## src/rtl/dsb_pkg.sv

```systemverilog
package dsb_pkg;
  localparam int DSB_DW    = 32;
  localparam int DSB_SLOTS = 2;
  localparam int DSB_IW    = $clog2(DSB_SLOTS);

  typedef struct packed {
    logic [DSB_DW-1:0] src;
    logic [DSB_DW-1:0] dst;
    logic [DSB_DW-1:0] cnt;
    logic [DSB_DW-1:0] ctl;
  } desc_t;
endpackage

```

## src/rtl/dsb_slot_pick.sv

```systemverilog
module dsb_slot_pick
  import dsb_pkg::*;
(
  input  logic [DSB_SLOTS-1:0] occ,
  output logic [DSB_IW-1:0]    tgt,
  output logic                 full
);
  always_comb begin
    full = 1'b0;
    tgt  = '0;
    unique case (occ)
      2'b00, 2'b10: tgt = 1'b0;
      2'b01:        tgt = 1'b1;
      default:      full = 1'b1;
    endcase
  end
endmodule

```

## src/rtl/dsb_sel_toggle.sv

```systemverilog
module dsb_sel_toggle (
  input  logic clk,
  input  logic rst,
  input  logic done,
  output logic sel
);
  logic done_q;

  always_ff @(posedge clk) begin
    if (rst) begin
      done_q <= 1'b0;
      sel    <= 1'b0;
    end else begin
      done_q <= done;
      if (done && !done_q) sel <= ~sel;
    end
  end
endmodule

```

## src/rtl/dsb_slot_store.sv

```systemverilog
module dsb_slot_store
  import dsb_pkg::*;
(
  input  logic                 clk,
  input  logic                 rst,
  input  logic                 up_we,
  input  logic [DSB_IW-1:0]    up_idx,
  input  desc_t                up_desc,
  input  logic                 wb_we,
  input  logic [DSB_IW-1:0]    wb_idx,
  input  desc_t                wb_desc,
  output desc_t                slot_q [DSB_SLOTS],
  output logic [DSB_SLOTS-1:0] occ
);
  for (genvar i = 0; i < DSB_SLOTS; i++) begin : g_slot
    always_ff @(posedge clk) begin
      if (rst) begin
        slot_q[i] <= '0;
      end else if (wb_we && wb_idx == DSB_IW'(i)) begin
        slot_q[i] <= wb_desc;
      end else if (up_we && up_idx == DSB_IW'(i)) begin
        slot_q[i] <= up_desc;
      end
    end
    assign occ[i] = |slot_q[i].cnt;
  end
endmodule

```

## src/rtl/dma_slot_buffer.sv

```systemverilog
module dma_slot_buffer
  import dsb_pkg::*;
(
  input  logic              clk,
  input  logic              rst,
  input  logic              in_valid,
  output logic              in_ready,
  input  logic [DSB_DW-1:0] in_src,
  input  logic [DSB_DW-1:0] in_dst,
  input  logic [DSB_DW-1:0] in_cnt,
  input  logic [DSB_DW-1:0] in_ctl,
  input  logic              wb_valid,
  input  logic [DSB_DW-1:0] wb_src,
  input  logic [DSB_DW-1:0] wb_dst,
  input  logic [DSB_DW-1:0] wb_cnt,
  input  logic [DSB_DW-1:0] wb_ctl,
  input  logic              done,
  output logic              out_valid,
  output logic              out_sel,
  output logic [DSB_DW-1:0] out_src,
  output logic [DSB_DW-1:0] out_dst,
  output logic [DSB_DW-1:0] out_cnt,
  output logic [DSB_DW-1:0] out_ctl
);
  logic [DSB_SLOTS-1:0] occ;
  logic [DSB_IW-1:0]    tgt;
  logic                 full;
  logic                 sel;
  logic                 accept;
  desc_t                up_desc, wb_desc, shown;
  desc_t                slot_q [DSB_SLOTS];

  assign up_desc = '{src: in_src, dst: in_dst, cnt: in_cnt, ctl: in_ctl};
  assign wb_desc = '{src: wb_src, dst: wb_dst, cnt: wb_cnt, ctl: wb_ctl};

  dsb_slot_pick u_pick (.occ(occ), .tgt(tgt), .full(full));

  dsb_sel_toggle u_sel (.clk(clk), .rst(rst), .done(done), .sel(sel));

  assign in_ready = !full && !(wb_valid && tgt == sel);
  assign accept   = in_valid && in_ready;

  dsb_slot_store u_store (
    .clk(clk), .rst(rst),
    .up_we(accept), .up_idx(tgt), .up_desc(up_desc),
    .wb_we(wb_valid), .wb_idx(sel), .wb_desc(wb_desc),
    .slot_q(slot_q), .occ(occ)
  );

  assign shown     = slot_q[sel];
  assign out_valid = |shown.cnt;
  assign out_sel   = sel;
  assign out_src   = shown.src;
  assign out_dst   = shown.dst;
  assign out_cnt   = shown.cnt;
  assign out_ctl   = shown.ctl;
endmodule

```

## config.mk

```make
export PLATFORM = sky130hd
export DESIGN_NAME = dma_slot_buffer
export DESIGN_NICKNAME = d
export VERILOG_FILES = /design/src/rtl/dsb_pkg.sv /design/src/rtl/dsb_slot_pick.sv /design/src/rtl/dsb_sel_toggle.sv /design/src/rtl/dsb_slot_store.sv /design/src/rtl/dma_slot_buffer.sv
export SDC_FILE = /design/constraint.sdc
export NUM_CORES = 1
export LEC_CHECK = 0
export BUFFER_PORTS_ARGS = -buffer_cell sky130_fd_sc_hd__buf_2
export CORE_MARGIN = 5
export CORE_UTILIZATION = 30
export CTS_BUF_LIST = sky130_fd_sc_hd__clkbuf_16
export CTS_CLUSTER_DIAMETER = 30
export DETAILED_ROUTE_END_ITERATION = 7
export GPL_TIMING_DRIVEN = 0
export SYNTH_ARGS = -nofsm -noshare
export SYNTH_HDL_FRONTEND = slang
export SYNTH_SLANG_ARGS = --single-unit
```

## constraint.sdc

```tcl
create_clock -name clk -period 2.9 [get_ports clk]
set_clock_uncertainty 0.1 [all_clocks]
set_input_delay 0.87 -clock clk [delete_from_list [all_inputs] [get_ports clk]]
set_output_delay 0.87 -clock clk [all_outputs]
set_load 0.02 [all_outputs]
```

Yosys cells after proc, flatten, opt, wreduce, memory -nomap -nowiden. Cells that the tools add are included.

Bits of input ports: 261. Output and inout bits: 131. Bits in registers: 258. Logic and storage cells: 42.

Magnitude comparators: 1. Reduce and logical (&&, ||, !) cells: 17. Bitwise gates (word level): 3. Equal/unequal tests: 3. Muxes and demuxes: 8.

Operator list (number): $mux 128 (7); $reduce_or 32->1 (3); $logic_and 1x1->1 (8); $reduce_bool 2->1 (2); $reduce_or 3->1 (1); $eq 2x1->1 const B (1); $eq 2x2->1 const B (1); $ge 2x2->1 const B (1); $logic_not 1->1 (2); $logic_not 2->1 (1); $not 1->1 (2); $not 1->2 (1); $eq 1x1->1 (1); $mux 1 (1).

Longest topological paths before layout. Gate-level depths: netlist of the first run.

Depth in word-level cells: 11. Mapped depth: 8. Gate-level depth less buffers: 5.

By module. Synthesis of the first run repeated with hierarchy kept, for this count alone.

Cell total of the unflattened synthesis: 1627. Area total of the unflattened synthesis: 13031.2 sq um.

By module, submodules not included: dsb_slot_store (cells each 1448, instances 1, area each 11223.3 sq um, seq. area each 5124.9 sq um); dma_slot_buffer (cells each 170, instances 1, area each 1711.6 sq um, seq. area each 0.0 sq um); dsb_sel_toggle (cells each 7, instances 1, area each 80.1 sq um, seq. area each 40.0 sq um); dsb_slot_pick (cells each 2, instances 1, area each 16.3 sq um, seq. area each 0.0 sq um).

Worst setup path before layout of the first run. No wires, ideal clock.

Path kind: register to output. From: register u_sel.sel. To: output port out_valid. Stages on the path, launching flop included: 7. Slack: -0.171 ns. Arrival: 2.101 ns. Path buffers: 2. Data required time: 1.930 ns. Cell sequence: dfxtp_1 -> buf_2 -> clkbuf_1 -> mux2_2 -> nor4_1 -> nand4_1 -> or2_2.

Cells in the longest elaborated chain, start to end: 5.

Ends and longest elaborated chain: start, declared (RTL line dsb_sel_toggle.sv:5) `output logic sel`; start signal, assigned (RTL line dsb_sel_toggle.sv:15) `if (done && !done_q) sel <= ~sel;`; $not 1->2 (implied by the code) (RTL line dma_slot_buffer.sv:50) `assign shown = slot_q[sel];`; $mux 128 (implied by the code) (3 in a row) (RTL line dma_slot_buffer.sv:50); named net out_cnt[14] (RTL line dma_slot_buffer.sv:22) `output logic [DSB_DW-1:0] out_cnt,`; $reduce_or 32->1 (RTL line dma_slot_buffer.sv:51) `assign out_valid = |shown.cnt;`; end, declared (RTL line dma_slot_buffer.sv:18) `output logic out_valid,`.

The timed path passes the listed nets, and every way through them passes these cells. The select of a mux whose other input is x is not followed.

Worst setup path after layout of the first run.
From: register u_sel.sel. To: output port out_valid.

Cells in the longest elaborated chain, start to end: 5.

Ends and longest elaborated chain (RTL line): $not 1->2 (implied by the code) (dma_slot_buffer.sv:50); $mux 128 (implied by the code) (3 in a row) (dma_slot_buffer.sv:50); $reduce_or 32->1 (dma_slot_buffer.sv:51).

No other way between the ends. The select of a mux whose other input is x is not followed.

==> results of run 1 <==
## metrics by stage
stage          worst slack (ps)  utilization  hold slack (ps)  total power [mW]
2_1_floorplan             -28.2            -              376              6.49
3_3_place_gp              -1170        0.363              381              7.52
3_5_place_dp              -1150        0.363              388              7.59
4_1_cts                    -636        0.445              394              15.5
5_1_grt                    -674        0.451              413              16.2
6_report                   -577        0.451              397              15.5
## cells by family after synthesis
kind of cell    Yosys count  share of synthesized area
simple gates            295                     0.0842
mux                     384                      0.281
compound gates          260                      0.219
buf+inv                 144                     0.0523
xor+xnor                  2                    0.00123
flops                   258                      0.362
## layer usage
metal	vias up	GRT usage	share of wire
met5	-	0	0
met4	0	0.0713	0.029
met3	105	0.0426	0.048
met2	373	0.345	0.49
met1	6382	0.243	0.43
li1	6088	-	-
## worst max-delay path by stage
stage                       end  slack (ps)  depth (start not counted)
floorplan             out_valid         -30                          6
global placement    out_src[27]       -1170                          6
detailed placement  out_src[24]       -1150                          6
CTS                   out_valid        -640                          7
global route          out_valid        -670                          6
finish                out_valid        -580                          6
## layout make-up
class                   count  area share
multi-input cells         941       0.420
diodes                      6    0.000713
plain buffers             142      0.0482
inverters                   1    0.000178
repair buffers            421       0.143
clock buffers              71      0.0843
clock inverters            49      0.0219
well taps                 607      0.0360
flip-flops and latches    258       0.245
## sequential cells by signal, summed over array words and instances (netlist names)
register,count
u_store.slot_q,256
u_sel.done_q,1
u_sel.sel,1
## cells in the final DEF (no fill, tap or decap), types with 50 or more instances in the layout
| master | netlist | routed |
|---|---|---|
| a211oi_1 | 78 | 78 |
| a211oi_2 | 50 | 50 |
| a221oi_2 | 120 | 120 |
| buf_2 | 46 | 336 |
| buf_6 | 13 | 116 |
| clkbuf_1 | 70 | 59 |
| clkbuf_16 | 0 | 86 |
| dfxtp_1 | 258 | 257 |
| mux2_4 | 0 | 104 |
| mux2i_1 | 256 | 256 |
| nor2_1 | 258 | 257 |
## worst min-delay path: stages, from the launching register on
cell      delay (ps)
dfxtp_1          300
nor2_1           100
a211oi_1          50
## power by group through the flow
stage	registers (mW)	logic, mW	clock network (mW)
2_1_floorplan	4.21	2.28	0
3_5_place_dp	4.29	3.30	0
3_3_place_gp	4.27	3.25	0
5_1_grt	4.31	4.22	7.64
4_1_cts	4.25	3.89	7.41
6_report	4.27	3.97	7.30
## timing repair
action | 4_1_cts | 5_1_grt
hold buffers | 0 | 0
buffers inserted | 24 | 4
pin swaps | 10 | 1
gates resized for setup | 314 | 95
setup endpoints to repair | 169 | 99
cloned | 9 | 0
==> qor.txt, run 1 <==
run status -> finished, violations left
violated checks -> negative setup slack
Final Cycle Share -> 1.20
Port-buffer cells -> 390
# H-tree levels -> 3
Filler Cells Inserted -> 4,322
YS warnings -> 0
GR Util All Layers -> 0.199
Seq. cell area -> 5170 µm²
HP Start -> u_store.slot_q[137]$_SDFFE_PP0P_
FMAX -> 288 MHz
setup TNS -> -29,820 ps
CP required -> 1930 ps
Synth area leader -> dfxtp_1
sequential area share after synthesis -> 0.362
clock sink count -> 258
Int Power -> 10.9 mW
CTS clk-pin slew, worst paths -> 40 ps
Post-DP HPWL -> 39.1 mm
delay-heaviest family, CP -> simple AND/OR/NAND/NOR gates
Post-synth EDFFs -> 0
drt pass-1 iters -> 5
DRT Wirelength -> 54.2 mm
fraction of layout cells with a size suffix above 1 -> 0.489
Die ar. -> 52,000 µm²
cell area after synthesis -> 14,300 µm²
Commonest cells post-synth -> dfxtp_1 (258), nor2_1 (258), mux2i_1 (256)
Clk Latency, worst-skew pair -> 560 ps
Worst slew margin -> 0.256
Critical path origin -> u_sel.sel$_SDFFE_PP0P_
I/O Pins -> 392
Die H -> 228 µm
clock network fraction of design power -> 0.470
placed cells -> 2,340
total congestion overflow -> 0
DRC Markers -> 0
Vias/cell -> 5.19
Hold EP -> u_store.slot_q[137]$_SDFFE_PP0P_
routed length per instance -> 21.7 µm
Slew @ Worst Pin -> 1120 ps
CP Class -> reg -> out
Setup-failing EPs final -> 89
Worst EP arrival -> 2510 ps
PwrDens -> 738 nW/µm²
Crit. End Element -> output port
Finished Cell Area -> 21,100 µm²
Final ANT Viol Nets -> 0
PnR worst setup slack -> -577 ps
nets -> 2,094
area occupied by multi-input gates -> 8850 µm²
Yosys cell types -> 27
max-cap check violation count -> 0
worst reg-to-reg setup slack -> 120 ps
vias in the first global route -> 14,100
vias post-DR -> 12,900
synthesized flop and latch total -> 258
worst-case reg-to-reg path depth -> 7
top-area cell type share of the netlist area -> 0.362
Mapped Avg Cell Area -> 10.6 µm²
Starting Density -> 0.305
Final Slew Violations -> 0
RSZ-0062 raised after global routing -> true
ys async rst share -> 0
Layout area overhead -> 47.8%
Critical Path Source Type -> register
combinational power share -> 0.255
switching pwr -> 4.60 mW
syn_nets -> 1,604
Worst path max stage delay -> 440 ps
fin cells -> 2,496
hold-critical path depth -> 2
Iteration-0 DRC Markers -> 650
Root Driver -> clkbuf_16
Bufs on Longest Clock Path -> 3
switching share of power -> 0.296
Main synth FF type -> dfxtp_1
initial antenna violation count -> 6
capturing point of the worst reg2reg path -> u_store.slot_q[103]$_SDFFE_PP0P_
GP Congestion -> 0.834
r2r startpoint -> u_store.slot_q[187]$_SDFFE_PP0P_
CORE AREA -> 46,800 µm²
VDD IR max -> 0.000349 V
worst hold path type -> reg -> reg
CP bufs+invs -> 2
die extent in x -> 228 µm
Hold Vio Cnt, Final -> 0
CTS buffer count -> 68
TritonCTS clock tree -> yes
Final Critical Period -> 3480 ps
placed instance area -> 17,000 µm²
Site Rows -> 79
CP cell instances -> clkbuf_16 > mux2_4 > nor4_4 > nand4_1 > or2_4 > buf_6
CP max-delay cell -> dfxtp_4
largest net degree at the start of global routing -> 11
first-pass GRT wire length -> 82.4 mm
sequential power share -> 0.275
maximum fanout along the worst path -> 8
Cells after Synth -> 1,343
static leakage -> 9.64 nW
Area contributors post-synth -> dfxtp_1 (36%), mux2i_1 (18%), a221oi_2 (13%)
No activity file was read; power rests on OpenSTA's default activity.
==> inputs of run 2 (changes only) <==
--- a/config.mk
+++ b/config.mk
@@ -5,13 +5,14 @@
 export SDC_FILE = /design/constraint.sdc
 export NUM_CORES = 1
 export LEC_CHECK = 0
-export BUFFER_PORTS_ARGS = -buffer_cell sky130_fd_sc_hd__buf_2
 export CORE_MARGIN = 5
 export CORE_UTILIZATION = 30
 export CTS_BUF_LIST = sky130_fd_sc_hd__clkbuf_16
 export CTS_CLUSTER_DIAMETER = 30
 export DETAILED_ROUTE_END_ITERATION = 7
+export DONT_BUFFER_PORTS = 1
 export GPL_TIMING_DRIVEN = 0
+export REMOVE_ABC_BUFFERS = 1
 export SYNTH_ARGS = -nofsm -noshare
 export SYNTH_HDL_FRONTEND = slang
 export SYNTH_SLANG_ARGS = --single-unit
==> qor.txt, run 2 (synthesized netlist as in run 1, its figures left out) <==
DRC Markers -> 0 (unchanged)
routed length per instance -> 25.2 µm (+16%)
static leakage -> 7.94 nW (-18%)
Final Slew Violations -> 0 (unchanged)
delay-heaviest family, CP -> simple AND/OR/NAND/NOR gates
met2 usage -> 0.311 (-0.0349)
nets -> 1,626 (-22%)
Worst path max stage delay -> 380 ps (-60 ps)
GR Util met1 -> 0.210 (-0.0324)
VDD IR max -> 0.000698 V (+100%)
Setup-failing EPs final -> 49 (-45%)
CP Class -> reg -> out
Port-buffer cells -> 0 (-100%)
# H-tree levels -> 3 (unchanged)
fraction of layout cells with a size suffix above 1 -> 0.367 (-0.123)
Clk Latency, worst-skew pair -> 580 ps (+20 ps)
CP max-delay cell -> mux2_4
Layout area overhead -> 31.8%
CTS buffer count -> 70 (+2.9%)
Root Driver -> clkbuf_16
RSZ-0062 raised after global routing -> true
die extent in x -> 228 µm (unchanged)
PnR worst setup slack -> -605 ps (-28.0 ps)
total congestion overflow -> 0 (unchanged)
violated checks -> negative setup slack
largest reg by FF count -> u_store.slot_q
Starting Density -> 0.305 (unchanged)
CP required -> 1930 ps (about the same)
TritonCTS clock tree -> yes
Bufs on Longest Clock Path -> 3 (unchanged)
Final ANT Viol Nets -> 0 (unchanged)
most frequent cells in the layout -> nor2_1 (257), mux2i_1 (256), dfxtp_1 (253)
Die H -> 228 µm (unchanged)
WHS -> 269 ps (-128 ps)
DRT Wirelength -> 51.0 mm (-6.0%)
largest net degree at the start of global routing -> 259 (+248)
CP cell instances -> buf_12 > buf_16 > mux2_4 > nor4_4 > nand4_1 > or2_4
Die ar. -> 52,000 µm² (unchanged)
Worst EP arrival -> 2530 ps (+20 ps)
Final Critical Period -> 3500 ps (+28.0 ps)
biggest regs -> u_store.slot_q (256), u_sel.done_q (1), u_sel.sel (1)
CP bufs+invs -> 2 (unchanged)
Crit. End Element -> output port
GRT busiest layer -> met2
GR Util All Layers -> 0.183 (-0.0152)
Critical Path Source Type -> register
Slew @ Worst Pin -> 1080 ps (-34.4 ps)
PwrDens -> 796 nW/µm² (+7.9%)
Worst slew margin -> 0.279 (+0.0230)
Site Rows -> 79 (unchanged)
Iteration-0 DRC Markers -> 653 (+0.46%)
CTS clk-pin slew, worst paths -> 40 ps (about the same)
maximum fanout along the worst path -> 8 (unchanged)
Hold Vio Cnt, Final -> 0 (unchanged)
drt pass-1 iters -> 5 (unchanged)
Filler Cells Inserted -> 4,425 (+2.4%)
worst hold path type -> in -> reg
first-pass GRT wire length -> 75.5 mm (-8.3%)
clock sink count -> 258 (unchanged)
I/O Pins -> 392 (unchanged)
CORE AREA -> 46,800 µm² (unchanged)
FMAX -> 285 MHz (-0.80%)
initial antenna violation count -> 0 (-6)
ANT cells -> 0 (-6)
Final Cycle Share -> 1.21 (+0.00967)
Global Route met3 Usage -> 0.0709 (+0.0283)
max-cap check violation count -> 0 (unchanged)
run status -> finished, violations left
Post-DP HPWL -> 29.4 mm (-25%)
commonest non-fill, non-tap cell in the layout -> nor2_1
vias post-DR -> 11,500 (-11%)
Total Power -> 15.0 mW (-3.7%)
GP Congestion -> 0.743 (-11%)
Vias/cell -> 5.68 (+9.5%)
Largest register FFs -> 256 (unchanged)
vias in the first global route -> 12,100 (-14%)
run 2: cell count changes in the layout (fill, tap and decap cells not counted), sizes merged, moves of 5 or more:
cell / change
diode: -6
clkinvlp: -6
clkbuf: -71
bufbuf: +5
buf: -409
clkinv: +12
run 2: per-stage QoR:
stage                util  area (µm²)  setup TNS (ps)  setup WS, ps  instances
finish              0.402       18800           -3980          -605       2023
global placement    0.305       14300        -7643360        -29960       1807
CTS                 0.395       18500           -3820          -662       2006
floorplan               -       13500        -4112960        -16940       1200
global route        0.402       18800           -7140          -681       2023
detailed placement  0.320       15000         -238030         -1680       1836
run 2: worst paths after layout:
path / startpoint / endpoint / slack, ps / cells after the start
max: u_sel.sel$_SDFFE_PP0P_ / out_valid / -600 / 6
max reg2reg: u_store.slot_q[162]$_SDFFE_PP0P_ / u_store.slot_q[79]$_SDFFE_PP0P_ / 50 / 12
min reg2reg: u_store.slot_q[226]$_SDFFE_PP0P_ / u_store.slot_q[226]$_SDFFE_PP0P_ / 390 / 2
min: rst / u_store.slot_q[154]$_SDFFE_PP0P_ / 270 / 1
run 2: timing repair:
item,4_1_cts,5_1_grt
resized for setup,120,26
hold buffers,0,0
gates cloned,22,3
pin swaps,8,7
endpoints found under the setup margin,336,183
setup buffers,28,15
run 2: per-layer routing:
layer,part of all wire,vias up
met5,0,-
met4,0.033,0
met3,0.079,113
met2,0.49,423
met1,0.40,5782
li1,-,5171
run 2: cell type report:
type / count / area (µm²) / share of cell area
flip-flops and latches: 258 / 5170 / 0.275
inverters: 1 / 3.75 / 0.000200
well taps: 607 / 759 / 0.0404
clock inverters: 51 / 442 / 0.0235
repair buffers: 87 / 1660 / 0.0881
multi-input cells: 947 / 8960 / 0.477
clock buffers: 72 / 1800 / 0.0959
run 2: report_power, final:
part | switching, mW | internal [mW]
registers | 0.272 | 3.99
logic | 1.88 | 1.53
clock network | 2.25 | 5.04
total | 4.40 | 10.6
==> inputs of run 3 (changes only) <==
--- a/config.mk
+++ b/config.mk
@@ -5,6 +5,7 @@
 export SDC_FILE = /design/constraint.sdc
 export NUM_CORES = 1
 export LEC_CHECK = 0
+export ABC_AREA = 1
 export CORE_MARGIN = 5
 export CORE_UTILIZATION = 30
 export CTS_BUF_LIST = sky130_fd_sc_hd__clkbuf_16
==> qor.txt, run 3 <==
Bufs on Longest Clock Path -> 3 (unchanged)
crit-path most repeated cell -> buf_16
largest net degree at the start of global routing -> 149 (-42%)
cell area after synthesis -> 15,500 µm² (+8.9%)
CTS Hold Buffers Added -> 0 (unchanged)
Worst Setup EP -> out_valid
violated checks -> negative setup slack
DRC Markers -> 0 (unchanged)
FMAX -> 290 MHz (+1.7%)
Total Power -> 15.6 mW (+4.0%)
total congestion overflow -> 0 (unchanged)
Post-DP HPWL -> 29.5 mm (+0.38%)
PwrDens -> 769 nW/µm² (-3.4%)
Layout area overhead -> 30.3%
vias post-DR -> 16,100 (+40%)
Hold Vio Cnt, Final -> 0 (unchanged)
Filler Cells Inserted -> 5,446 (+23%)
Worst EP arrival -> 2480 ps (-50 ps)
CP Class -> reg -> out
Port-buffer cells -> 0 (unchanged)
Root Driver -> clkbuf_16
combinational power share -> 0.189 (-0.039)
Setup-failing EPs final -> 45 (-8.2%)
initial antenna violation count -> 3 (+3)
Yosys cell types -> 19 (-30%)
Seq. cell area -> 5170 µm² (about the same)
ys async rst share -> 0 (unchanged)
maximum fanout along the worst path -> 10 (+2)
Post-synth EDFFs -> 0 (unchanged)
VDD IR max -> 0.000413 V (-41%)
YS warnings -> 0 (unchanged)
Final Cycle Share -> 1.19 (-0.0201)
CP required -> 1930 ps (about the same)
Starting Density -> 0.303 (-0.00218)
largest reg by FF count -> u_store.slot_q
GP Congestion -> 0.776 (+4.5%)
Iteration-0 DRC Markers -> 1,021 (+56%)
top-area cell type share of the netlist area -> 0.333 (-0.0297)
CP max-delay cell -> dfxtp_4
Met1 Routed Length -> 23.0 mm (+12%)
sequential power share -> 0.267 (-0.018)
Met3 Wirelength -> 5.02 mm (+24%)
worst-case reg-to-reg path depth -> 11 (-1)
Synth area leader -> dfxtp_1
# H-tree levels -> 3 (unchanged)
Worst path max stage delay -> 440 ps (+60 ps)
CP cell instances -> buf_12 > buf_16 > buf_16 > nand2_2 > o21ai_4 > nor4_2 > nand4_1 > or2_4
Commonest cells post-synth -> nand2_1 (781), nor2_1 (425), inv_1 (390)
Mapped Avg Cell Area -> 5.72 µm² (-46%)
worst reg-to-reg setup slack -> 90 ps (+40 ps)
die extent in x -> 238 µm (+4.2%)
drt pass-1 iters -> 5 (unchanged)
GR Util All Layers -> 0.169 (-0.0141)
Clk Latency, worst-skew pair -> 600 ps (+20 ps)
Area contributors post-synth -> dfxtp_1 (33%), nand2_1 (19%), o21ai_0 (12%)
Critical Path Source Type -> register
setup TNS -> -2550 ps (+1430 ps)
max-cap check violation count -> 0 (unchanged)
clock network fraction of design power -> 0.544 (+0.057)
switching pwr -> 4.74 mW (+7.8%)
Vias/cell -> 4.74 (-17%)
fraction of layout cells with a size suffix above 1 -> 0.125 (-0.242)
capturing point of the worst reg2reg path -> u_store.slot_q[210]$_SDFFE_PP0P_
Largest register FFs -> 256 (unchanged)
Worst slew margin -> 0.397 (+0.118)
RSZ-0062 raised after global routing -> true
CTS clk-pin slew, worst paths -> 50 ps (about the same)
Int Power -> 10.8 mW (+2.5%)
biggest regs -> u_store.slot_q (256), u_sel.done_q (1), u_sel.sel (1)
DR top layer -> met5
post-layout util -> 0.395 (-0.00742)
nets -> 2,921 (+80%)
I/O Pins -> 392 (unchanged)
Crit. End Element -> output port
most instantiated library cell after synthesis -> nand2_1
clock sink count -> 258 (unchanged)
ANT cells -> 0 (unchanged)
Cells after Synth -> 2,713 (+100%)
Main synth FF type -> dfxtp_1
TritonCTS clock tree -> yes
Final ANT Viol Nets -> 0 (unchanged)
worst hold path type -> in -> reg
most frequent cells in the layout -> nand2_1 (755), nor2_1 (423), inv_1 (406)
CTS buffer count -> 82 (+17%)
Critical path origin -> u_sel.sel$_SDFFE_PP0P_
first-pass GRT wire length -> 78.3 mm (+3.6%)
commonest non-fill, non-tap cell in the layout -> nand2_1
Die ar. -> 56,400 µm² (+8.5%)
Slew @ Worst Pin -> 904 ps (-177 ps)
synthesized flop and latch total -> 258 (unchanged)
WHS -> 243 ps (-25.4 ps)
r2r startpoint -> u_sel.sel$_SDFFE_PP0P_
area occupied by multi-input gates -> 8830 µm² (-1.4%)
WL met2 -> 26.1 mm (+5.3%)
Final Slew Violations -> 0 (unchanged)
vias in the first global route -> 14,400 (+20%)
Die H -> 238 µm (+4.2%)
run status -> finished, violations left
switching share of power -> 0.304 (+0.0106)
sequential area share after synthesis -> 0.333 (-0.0297)
hold-critical path depth -> 1 (unchanged)
Site Rows -> 83 (+5.1%)
routed length per instance -> 16.5 µm (-34%)
CORE AREA -> 51,300 µm² (+9.7%)
PnR worst setup slack -> -546 ps (+58.4 ps)
DRT Wirelength -> 56.3 mm (+10%)
Final Critical Period -> 3450 ps (-58.4 ps)
static leakage -> 10.2 nW (+28%)
-- run 3: cell families after synthesis --
kind of cell | synth area share
AO/OA/AOI/OAI | 0.167
buffers and inverters | 0.160
flip-flops | 0.333
AND/OR/NAND/NOR | 0.340
-- run 3: final cells by class --
type / instances / area share
Sequential cell: 258 / 0.255
Multi-Input combinational cell: 1872 / 0.436
Clock buffer: 82 / 0.101
Timing Repair Buffer: 56 / 0.0600
Tap cell: 680 / 0.0420
Clock inverter: 67 / 0.0308
Inverter: 390 / 0.0740
-- run 3: metal layers --
metal,vias up,global-route usage
li1,8268,-
met1,7180,0.206
met2,549,0.271
met3,135,0.0654
met4,6,0.0647
met5,-,0
-- run 3: critical path: cells and delay by family, from the launching register on --
family | cells | cell delay, ps
AOI/OAI and AO/OA | 1 | 90
buffers and inverters | 3 | 500
and+or+nand+nor | 4 | 850
DFF | 1 | 440
-- run 3: per-stage QoR --
| stage | instance area (µm²) | instances | setup slack [ps] |
|---|---|---|---|
| 6_report | 20200 | 3405 | -546 |
| 5_1_grt | 20200 | 3405 | -634 |
| 4_1_cts | 19400 | 3383 | -654 |
| 3_5_place_dp | 15900 | 3216 | -1190 |
| 3_3_place_gp | 15400 | 3196 | -27680 |
| 2_1_floorplan | 14500 | 2516 | -13890 |
-- run 3: worst min-delay path by stage --
stage                                                start                               end  slack (ps)
after floorplan                    u_sel.done_q$_SDFF_PP0_            u_sel.sel$_SDFFE_PP0P_         380
after global placement             u_sel.done_q$_SDFF_PP0_            u_sel.sel$_SDFFE_PP0P_         400
after detailed placement  u_store.slot_q[152]$_SDFFE_PP0P_  u_store.slot_q[152]$_SDFFE_PP0P_         400
after CTS                                              rst            u_sel.sel$_SDFFE_PP0P_         200
after global routing                                   rst            u_sel.sel$_SDFFE_PP0P_         210
final                                                  rst            u_sel.sel$_SDFFE_PP0P_         240
-- run 3: power groups by stage --
| stage | Sequential (mW) | Clock, mW | Combinational, mW |
|---|---|---|---|
| after floorplan | 4.18 | 0 | 2.10 |
| after global placement | 4.25 | 0 | 2.77 |
| after detailed placement | 4.21 | 0 | 2.38 |
| after CTS | 4.13 | 8.63 | 2.69 |
| after global routing | 4.19 | 8.87 | 3.29 |
| final | 4.15 | 8.47 | 2.95 |
-- run 3: repair_timing --
item                       4_1_cts  5_1_grt
hold endpoints to repair         0        0
gates resized for setup        236      110
cloned                           7       16
setup buffers                   11        8
setup endpoints to repair      186      170
pin swaps                        8       17
